$ cat src/rtl/tmr13_pkg.sv
// Package: shared constants and types for the gated 13-bit timer.
// Assumes a byte-wide register port and two channels.
package tmr13_pkg;
    localparam int DATA_W  = 8;
    localparam int LO_BITS = 5;
    localparam int HI_BITS = 8;
    localparam int CNT_W   = LO_BITS + HI_BITS;
    localparam int TOP_W   = DATA_W - LO_BITS;
    localparam int ADDR_W  = 3;
    localparam int NUM_CH  = 2;

    localparam logic [ADDR_W-1:0] A_CTRL = 3'd0;
    localparam logic [ADDR_W-1:0] A_MODE = 3'd1;

    // Per-channel mode fields, in the order they sit in the mode byte.
    typedef struct packed {
        logic gate;
        logic ext_src;
        logic tgl_en;
    } chan_mode_t;
endpackage

$ cat src/rtl/tmr13_edge_pulse.sv
// Module: tmr13_edge_pulse
// Synchronises an external count pin and detects its falling edges.
// An edge is held pending until the next tick, so at most one count
// pulse leaves per tick. Assumes SYNC_STAGES >= 2.
module tmr13_edge_pulse #(
    parameter int SYNC_STAGES = 2
) (
    input  logic clk,
    input  logic rst_n,
    input  logic pin,
    input  logic tick,
    output logic pulse
);
    localparam int MSB = SYNC_STAGES - 1;

    logic [MSB:0] sync_q;
    logic         prev_q;
    logic         pend_q;
    logic         fall;

    assign fall  = prev_q & ~sync_q[MSB];
    assign pulse = tick & (pend_q | fall);

    // Shift the pin through the synchroniser and hold edges until a tick.
    always_ff @(posedge clk) begin
        if (!rst_n) begin
            sync_q <= '0;
            prev_q <= 1'b0;
            pend_q <= 1'b0;
        end else begin
            sync_q <= {sync_q[MSB-1:0], pin};
            prev_q <= sync_q[MSB];
            pend_q <= (pend_q | fall) & ~tick;
        end
    end
endmodule

$ cat src/rtl/tmr13_channel.sv
// Module: tmr13_channel
// One 13-bit counting channel: the count register, the gating,
// the overflow flag and the toggle output. A software write to a
// count byte takes precedence over counting in the same cycle.
// A hardware flag set takes precedence over any clear.
module tmr13_channel
    import tmr13_pkg::*;
(
    input  logic              clk,
    input  logic              rst_n,
    input  logic              run,
    input  chan_mode_t        mode,
    input  logic              gate_pin,
    input  logic              tick,
    input  logic              ext_pulse,
    input  logic              wr_lo,
    input  logic              wr_hi,
    input  logic [DATA_W-1:0] wr_data,
    input  logic              flag_wr,
    input  logic              flag_wr_val,
    input  logic              ack,
    output logic [DATA_W-1:0] lo_byte,
    output logic [DATA_W-1:0] hi_byte,
    output logic              flag,
    output logic              tgl
);
    logic [CNT_W-1:0] count_q;
    logic [TOP_W-1:0] lo_top_q;
    logic             flag_q;
    logic             tgl_q;
    logic             src;
    logic             accept;
    logic             wr_any;
    logic             wrap;

    assign src    = mode.ext_src ? ext_pulse : tick;
    assign wr_any = wr_lo | wr_hi;
    assign accept = run & (~mode.gate | gate_pin) & src & ~wr_any;
    assign wrap   = accept & (&count_q);

    // Load count bytes from software, otherwise advance on accepted pulses.
    always_ff @(posedge clk) begin
        if (!rst_n) begin
            count_q  <= '0;
            lo_top_q <= '0;
        end else if (wr_lo) begin
            count_q[LO_BITS-1:0] <= wr_data[LO_BITS-1:0];
            lo_top_q             <= wr_data[DATA_W-1:LO_BITS];
        end else if (wr_hi) begin
            count_q[CNT_W-1:LO_BITS] <= wr_data;
        end else if (accept) begin
            count_q <= count_q + 1'b1;
        end
    end

    // Overflow flag: the wrap sets it, ack or a software write clears or sets it.
    always_ff @(posedge clk) begin
        if (!rst_n)       flag_q <= 1'b0;
        else if (wrap)    flag_q <= 1'b1;
        else if (ack)     flag_q <= 1'b0;
        else if (flag_wr) flag_q <= flag_wr_val;
    end

    // Toggle output inverts on each wrap while enabled.
    always_ff @(posedge clk) begin
        if (!rst_n)                  tgl_q <= 1'b0;
        else if (wrap && mode.tgl_en) tgl_q <= ~tgl_q;
    end

    assign lo_byte = {lo_top_q, count_q[LO_BITS-1:0]};
    assign hi_byte = count_q[CNT_W-1:LO_BITS];
    assign flag    = flag_q;
    assign tgl     = tgl_q;


    count_step_chk: assert property (@(posedge clk) disable iff (!rst_n)
        !wr_any |=> (count_q == $past(count_q)) ||
                    (count_q == CNT_W'($past(count_q) + 1'b1)));

    lo_top_hold_chk: assert property (@(posedge clk) disable iff (!rst_n)
        !wr_lo |=> $stable(lo_top_q));

    count_hold_chk: assert property (@(posedge clk) disable iff (!rst_n)
        (!(run && (!mode.gate || gate_pin) && src) && !wr_any) |=> $stable(count_q));

    wrap_flag_chk: assert property (@(posedge clk) disable iff (!rst_n)
        (accept && count_q == '1) |=> flag_q && count_q == '0);

    ack_clear_chk: assert property (@(posedge clk) disable iff (!rst_n)
        (ack && !wrap) |=> !flag_q);

    tgl_hold_chk: assert property (@(posedge clk) disable iff (!rst_n)
        !(wrap && mode.tgl_en) |=> $stable(tgl_q));
endmodule

$ cat src/rtl/gated_timer13.sv
// Module: gated_timer13
// Two-channel gated 13-bit timer/counter with a byte register port.
// Holds the control and mode registers, decodes the address map and
// instantiates one counting channel plus one edge detector per channel.
// Assumes gate_pin and irq_ack are synchronous to clk.
module gated_timer13
    import tmr13_pkg::*;
#(
    parameter int SYNC_STAGES = 2
) (
    input  logic              clk,
    input  logic              rst_n,
    input  logic              wr_en,
    input  logic [ADDR_W-1:0] wr_addr,
    input  logic [DATA_W-1:0] wr_data,
    input  logic [ADDR_W-1:0] rd_addr,
    output logic [DATA_W-1:0] rd_data,
    input  logic              tick,
    input  logic [NUM_CH-1:0] cnt_pin,
    input  logic [NUM_CH-1:0] gate_pin,
    input  logic [NUM_CH-1:0] irq_ack,
    output logic [NUM_CH-1:0] ovf_flag,
    output logic [NUM_CH-1:0] tgl_out
);
    logic [NUM_CH-1:0] run_q;
    logic [DATA_W-1:0] mode_q;
    logic [DATA_W-1:0] lo_b [NUM_CH];
    logic [DATA_W-1:0] hi_b [NUM_CH];
    logic              ctrl_wr;

    assign ctrl_wr = wr_en && (wr_addr == A_CTRL);

    // Control run bits and the mode byte written by software.
    always_ff @(posedge clk) begin
        if (!rst_n) begin
            run_q  <= '0;
            mode_q <= '0;
        end else if (wr_en) begin
            if (wr_addr == A_CTRL) run_q  <= {wr_data[6], wr_data[4]};
            if (wr_addr == A_MODE) mode_q <= wr_data;
        end
    end

    for (genvar i = 0; i < NUM_CH; i++) begin : g_ch
        localparam int                MODE_LSB = 4 * i + 1;
        localparam int                FLAG_BIT = 2 * i + 5;
        localparam logic [ADDR_W-1:0] A_LO     = ADDR_W'(2 * i + 2);
        localparam logic [ADDR_W-1:0] A_HI     = ADDR_W'(2 * i + 3);

        logic       ext_pulse;
        chan_mode_t ch_mode;

        assign ch_mode = mode_q[MODE_LSB +: 3];

        tmr13_edge_pulse #(.SYNC_STAGES(SYNC_STAGES)) u_edge (
            .clk   (clk),
            .rst_n (rst_n),
            .pin   (cnt_pin[i]),
            .tick  (tick),
            .pulse (ext_pulse)
        );

        tmr13_channel u_chan (
            .clk         (clk),
            .rst_n       (rst_n),
            .run         (run_q[i]),
            .mode        (ch_mode),
            .gate_pin    (gate_pin[i]),
            .tick        (tick),
            .ext_pulse   (ext_pulse),
            .wr_lo       (wr_en && (wr_addr == A_LO)),
            .wr_hi       (wr_en && (wr_addr == A_HI)),
            .wr_data     (wr_data),
            .flag_wr     (ctrl_wr),
            .flag_wr_val (wr_data[FLAG_BIT]),
            .ack         (irq_ack[i]),
            .lo_byte     (lo_b[i]),
            .hi_byte     (hi_b[i]),
            .flag        (ovf_flag[i]),
            .tgl         (tgl_out[i])
        );
    end

    // Combinational read multiplexer over the register map.
    always_comb begin
        case (rd_addr)
            3'd0:    rd_data = {ovf_flag[1], run_q[1], ovf_flag[0], run_q[0], 4'b0000};
            3'd1:    rd_data = mode_q;
            3'd2:    rd_data = lo_b[0];
            3'd3:    rd_data = hi_b[0];
            3'd4:    rd_data = lo_b[1];
            3'd5:    rd_data = hi_b[1];
            default: rd_data = '0;
        endcase
    end


    reset_state_chk: assert property (@(posedge clk)
        !rst_n |=> (run_q == '0) && (mode_q == '0) && (ovf_flag == '0) && (tgl_out == '0));
endmodule

$ cat config.mk
export PLATFORM = sky130hd
export DESIGN_NAME = gated_timer13
export DESIGN_NICKNAME = d
export VERILOG_FILES = /design/src/rtl/tmr13_pkg.sv /design/src/rtl/tmr13_edge_pulse.sv /design/src/rtl/tmr13_channel.sv /design/src/rtl/gated_timer13.sv
export SDC_FILE = /design/constraint.sdc
export NUM_CORES = 1
export LEC_CHECK = 0
export BUFFER_PORTS_ARGS = -buffer_cell sky130_fd_sc_hd__buf_2
export CORE_MARGIN = 2
export CORE_UTILIZATION = 31
export DETAILED_ROUTE_END_ITERATION = 6
export SYNTH_ARGS = -nofsm -noshare
export SYNTH_HDL_FRONTEND = slang
export SYNTH_SLANG_ARGS = --single-unit
$ cat constraint.sdc
create_clock -name clk -period 1.8 [get_ports clk]
set_input_delay 0.27 -clock clk [delete_from_list [all_inputs] [get_ports clk]]
set_output_delay 0.27 -clock clk [all_outputs]
set_load 0.02 [all_outputs]
Yosys cells after proc, flatten, opt, wreduce, memory -nomap -nowiden

Index checks and enable logic that the tools add are counted.

Shifts and indexed selects: 0
Multiplexer cells: 17
Eq/ne operators: 12
Div/mod/pow operators: 0
Add/subtract/negate cells: 2
Multipliers: 0
Bitwise operators: 31
Reduce and logical (&&, ||, !) cells: 23
$lt $le $gt $ge: 0

Operators with widths:

| kind                                                  | number |
|---|---|
| case mux 8 bit (6 select lines)                       | 1 |
| adder 13 x 1 -> 13 bit, second input constant         | 2 |
| two-way mux 13 bit                                    | 2 |
| AND reduction 13 bit                                  | 2 |
| two-way mux 5 bit                                     | 4 |
| two-way mux 8 bit                                     | 2 |
| bitwise AND 1 bit                                     | 14 |
| == test 3 x 2 -> 1 bit, second input constant         | 4 |
| == test 3 bit, second input constant                  | 4 |
| AND reduction 2 bit                                   | 6 |
| inverter 1 bit                                        | 11 |
| two-way mux 1 bit                                     | 8 |
| nonzero test 2 bit                                    | 4 |
| logical AND 1 bit                                     | 7 |
| == test 3 x 1 -> 1 bit, second input constant         | 2 |
| zero test 3 bit                                       | 2 |
| OR 1 bit                                              | 6 |
| nonzero test 3 bit                                    | 2 |
| inequality test 2 x 1 -> 1 bit, second input constant | 2 |

Memory bits (writable): 0
Latch bits: 0
ROM bits: 0
Flip-flop bits (word level): 54
Memories kept: 0

Longest topological paths before layout

Word-level depth: 10
Gate-level depth with buffers: 7
Depth with buffers taken out: 6

Hierarchy

From an unflattened synthesis, not the netlist that was laid out.

Cells, all modules: 387
Area, all modules: 3,372.0 um2

By module, submodules not included:

| module           | sequential area each (um2) | area an instance (um2) | cells an instance | times used |
|---|---|---|---|---|
| tmr13_channel    | 360.3                      | 1,126.1                | 132               | 2 |
| gated_timer13    | 200.2                      | 849.6                  | 101               | 1 |
| tmr13_edge_pulse | 80.1                       | 135.1                  | 11                | 2 |

Worst setup path before layout

No wires, ideal clock.

Path type: flip-flop to flip-flop
From: reg g_ch[1].u_chan.count_q[0]
To: reg g_ch[1].u_chan.tgl_q
Slack: -0.144 ns
Required time: 1.730 ns
Setup time: 0.070 ns
Cell stages (with the launch flop): 7
Path buffers: 0
Arrival time: 1.874 ns
Clock period less this slack: 1.944 ns
Cell sequence: dfxtp_1 ha_1 inv_1 nor4_1 or4b_4 or3_1 a21oi_1

Cells in the longest elaborated chain, start to end: 3

Ends and longest elaborated chain:

| item                             | RTL line            | text |
|---|---|---|
| start: declaration               | tmr13_channel.sv:27 | `logic [CNT_W-1:0] count_q;` |
| start signal: indexed assignment | tmr13_channel.sv:47 | `count_q[LO_BITS-1:0] <= wr_data[LO_BITS-1:0];` |
| start signal: indexed assignment | tmr13_channel.sv:50 | `count_q[CNT_W-1:LO_BITS] <= wr_data;` |
| start signal: assignment         | tmr13_channel.sv:52 | `count_q <= count_q + 1'b1;` |
| AND reduction 13 bit             | tmr13_channel.sv:39 | `assign wrap = accept & (&count_q);` |
| bitwise AND 1 bit                | tmr13_channel.sv:39 |  |
| logical AND 1 bit                | tmr13_channel.sv:67 | `else if (wrap && mode.tgl_en) tgl_q <= ~tgl_q;` |
| end signal: assignment           | tmr13_channel.sv:67 |  |
| end: declaration                 | tmr13_channel.sv:30 | `logic tgl_q;` |

No other way between the ends.
A chain may end at the register's enable or synchronous reset.

Worst setup path after layout

From: reg g_ch[1].u_chan.count_q[1]
To: reg g_ch[1].u_chan.tgl_q

Same word-level chain as after synthesis.

==> results.txt <==
----------------------------------------------------
[Global route]
  Pin count of the biggest net entering global routing ... 26
  Sum of overflow across all layers after global routing ... 0
  Number of antenna violations at the first check in global routing ... 0
  Total global routing track utilization ... 18.42%
  Number of global-route vias before repair ... 2922
  Global-route wire length before repair ... 14750 um

[Clock tree]
  Cell at the root of the clock tree ... clkbuf_8
  Total clock buffers created by CTS ... 5
  Maximum clock path buffer count ... 2
  TritonCTS sink count ... 54
  Clock tree from TritonCTS ... done
  Hold bufs inserted after CTS ... 0
  Insertion delay of the later-clocked pin in the worst-skew pair ... 0.31 ns
  H-tree lvl count ... 2
  Clock transition at the registers of the reported paths ... 0.10 ns

[Logic synthesis]
  Seq/Total Area, Yosys ... 36.75%
  Cell count after synthesis ... 359
  Net count after synthesis ... 385
  Top area cells in the synthesized netlist ... dfxtp_1, mux2i_1, nand2_1, nor2_1, a21oi_1
  Post-synthesis cell type count ... 54
  Synth Flop Type ... dfxtp_1
  Async S/R FF share, synth ... 0%
  Synth warnings ... 0
  Largest area contributor in the netlist ... dfxtp_1
  Synth top area share ... 36.75%
  Count of flip-flops with a built-in enable after synthesis ... 0
  Flops & latches, synth ... 54
  Mean post-synth cell area ... 8.194 um2
  Total standard cell area after synthesis ... 2942 um2

[Finish]
  Ratio of cells with drive above 1 in the final layout ... 31.26%
  Core utilization of the finished layout ... 41.57%
  Final #Nets ... 460
  Antenna fix cells ... 0
  Filler Cells Inserted ... 936
  Area used by multi-input combinational logic ... 1846 um2
  Synthesis-to-layout area growth ... 30.58%
  Total area of sequential cells ... 1087 um2

[Critical path]
  Reg-to-reg endpoint ... g_ch[1].u_chan.tgl$_SDFFE_PN0P_
  Flop2flop setup slack ... -0.08 ns
  Last element of the critical path ... g_ch[1].u_chan.tgl$_SDFFE_PN0P_
  CP top delay family ... simple AND/OR/NAND/NOR gates
  Endpoint kind of the worst setup timing path ... flip-flop
  R2R cell count ... 6
  Ordered list of cells on the worst path ... ha_4 -> inv_2 -> nor4_4 -> or4b_4 -> or3_4 -> a21oi_2
  Critical Path Slowest Stage Cell ... or4b_4
  Startpoint of the worst-slack reg-to-reg timing path ... g_ch[1].u_chan.count_q[1]$_SDFFE_PN0P_
  Buf+Inv Stages, Crit Path ... 1
  Required time at the endpoint of the critical path ... 2.05 ns
  Count of cell instances traversed by the critical path ... 6
  Data arrival time of the critical path ... 2.13 ns
  CP max FO ... 3
  Timing startpoint of the critical path ... g_ch[1].u_chan.count_q[1]$_SDFFE_PN0P_
  Slowest cell delay on critical path ... 0.51 ns
  Worst Setup Path Type ... flip-flop to flip-flop
  Startpoint type of the worst setup path ... flip-flop

[Outcome]
  Outcome ... complete, but fails checks
  Violations in the final reports ... negative setup slack

[Timing]
  Period utilisation layout ... 104.5%
  Setup violation total in the final timing report ... 2
  Setup repair after global routing missed its margin ... true
  Final worst setup slack ... -0.08121 ns
  Final critical delay including setup and external delays ... 1.881 ns
  Final Max Slew Viols ... 0
  Maximum clock frequency ... 0.5316 GHz
  Worst slew margin relative to its limit ... 64.65%
  Transition time at the pin with the least slew margin ... 0.5302 ns
  Post-Route Skew ... 0.005453 ns
  Final Hold Fails ... 0

[Die]
  Total core area ... 9240 um2
  I/O pin count ... 36
  Number of standard-cell rows in the floorplan ... 35
  Total die area ... 10280 um2
  Vert. Die Dim ... 101.4 um
  Horizontal die dimension ... 101.4 um
  Initial Util ... 31.83%

[Placed design]
  Hpwl dp ... 7001 um
  Last weighted congestion value of the routability-driven placer ... 0.9573
  Port Buffer Count ... 35

[Power]
  Net switching fraction of the power ... 26.57%
  Overall power of the completed layout ... 2.276 mW
  Internal power ... 1.671 mW
  Static leakage ... 1.417 nW
  Psw ... 604.7 uW
  Share of total power in the clock network ... 31.4%
  Power per cell area ... 592.5 nW/um2
  Portion of total power attributed to combinational logic ... 14.0%
  Relative contribution of sequential cells to total power ... 54.6%
  Worst voltage drop across the vdd grid ... 269.1 uV

[Drt]
  Vias ... 2975
  Uppermost layer routed ... met4
  Number of remaining DRC errors ... 0
  Met3 wire length ... 465 um
  Drt first pass iters ... 4
  Final routed wire length divided by cell count ... 16.55 um
  Average via count per standard cell ... 5.275
  Total routed wirelength ... 9332 um
  Number of antenna-violating nets in the routed design ... 0
  Total length of routed met2 wires ... 4618 um
  Detailed-routing wirelength on met1 ... 3986 um
  Starting DRC count in detailed routing ... 156

[Hold path]
  Worst hold start ... cnt_pin[0]
  Kind of path behind the tightest hold check ... input pin to flip-flop

[Run]
  Maximum capacitance violations ... 0

----------------------------------------------------
-- placed cells by master (no fill, tap or decap), types with 5 or more instances in the layout --
cell	netlist	final
clkbuf_8	0	6
and2_1	9	9
nand2_1	37	35
dfxtp_1	54	51
mux2_2	7	7
o22ai_1	8	5
nor2_1	35	34
buf_2	0	28
a22oi_1	9	5
nand3_1	18	18
buf_4	4	56
a31oi_1	8	8
nand2b_1	6	5
a21oi_1	26	25
o21ai_0	14	12
mux2i_1	24	24
nor3_1	8	8
inv_1	8	6
nor2b_1	10	8
-- state kept, by name, summed over array words and instances, names as in the netlist --
name                  count
g_ch.u_chan.tgl           2
g_ch.u_edge.pend_q        2
g_ch.u_edge.prev_q        2
run_q                     2
g_ch.u_chan.lo_top_q      6
g_ch.u_chan.flag          2
g_ch.u_chan.count_q      26
mode_q                    8
g_ch.u_edge.sync_q        4
-- what timing repair did --
action | 4_1_cts | 5_1_grt
setup buffers | 0 | 4
gates resized for setup | 9 | 28
pin swaps | 3 | 8
setup endpoints to repair | 3 | 15
-- kinds of logic (layout without fill, tap and decap cells) --
kind of cell	after synthesis	after routing	synth area share, %
AOI/OAI and AO/OA	89	89	19.74
xor gates and xnor gates	6	6	1.786
adders and majority gates	2	2	0.8506
buffers and inverters	30	106	4.594
DFF	54	54	36.75
muxes	32	32	11.61
and+or+nand+nor	146	146	24.67
-- metrics by stage --
| step | TNS, ns | std cells | hold slack [ns] | cell area (um2) | setup slack [ns] |
|---|---|---|---|---|---|
| 6_report | -0.08679 | 564 | 0.1593 | 3841 | -0.08121 |
| 5_1_grt | -0.4788 | 564 | 0.1553 | 3841 | -0.1546 |
| 4_1_cts | -0.01782 | 560 | 0.1455 | 3712 | -0.01782 |
| 3_5_place_dp | -0.06456 | 552 | 0.4187 | 3581 | -0.04967 |
| 3_3_place_gp | -0.03078 | 552 | 0.4151 | 3581 | -0.03078 |
| 2_1_floorplan | -0.02341 | 359 | 0.3973 | 2959 | -0.02341 |
-- area by class of cell --
type	count	share of cell area, %
sequential	54	28.31
inverter	9	0.8795
clock buffer	7	2.248
tap	129	4.202
multi-input combinational	275	48.05
clock inverter	1	0.1303
timing repair buffer	89	16.19
-- layer usage --
metal / vias up / track usage (%)
li1: 1459 / -
met1: 1413 / 23.09
met2: 86 / 31.33
met3: 17 / 2.761
met4: 0 / 8.108
met5: - / 0
-- power groups by stage --
stage / Sequential [mW] / Clock [mW] / Combinational (mW)
after CTS: 1.24 / 0.740 / 0.303
after detailed placement: 1.27 / 0 / 0.298
after global placement: 1.27 / 0 / 0.295
final: 1.24 / 0.714 / 0.319
after floorplan: 1.27 / 0 / 0.148
after global routing: 1.25 / 0.777 / 0.345
-- cell usage after synthesis (2+ instances only) --
cell and number:
mux2i_1 24, nand3_1 18, and2_1 9, nand4_1 3, inv_1 8, nor4_1 3, a2bb2oi_1 2, buf_1 2
nor3_1 8, clkbuf_1 14, nor2b_1 10, a31oi_1 8, nand2_1 37, xnor2_1 4, nor2_1 35, o221ai_1 2
nand2b_1 6, ha_1 2, o311ai_0 3, a21oi_1 26, o21ai_0 14, a22oi_1 9, or4_1 4, xor2_1 2
buf_4 4, o22ai_1 8, mux2_2 7, nand3b_1 2, o211ai_1 2, or3_1 4, dfxtp_1 54, a211oi_1 2
o31a_1 2
-- worst min-delay path by stage --
stage	endpoint	depth (start not counted)
2_1_floorplan	g_ch[0].u_edge.sync_q[0]$_SDFF_PN0_	1
3_3_place_gp	g_ch[1].u_edge.sync_q[1]$_SDFF_PN0_	1
3_5_place_dp	g_ch[1].u_edge.sync_q[1]$_SDFF_PN0_	1
4_1_cts	g_ch[0].u_edge.sync_q[0]$_SDFF_PN0_	2
5_1_grt	g_ch[0].u_edge.sync_q[0]$_SDFF_PN0_	2
6_report	g_ch[0].u_edge.sync_q[0]$_SDFF_PN0_	2
(Power assumes the default switching activity.)
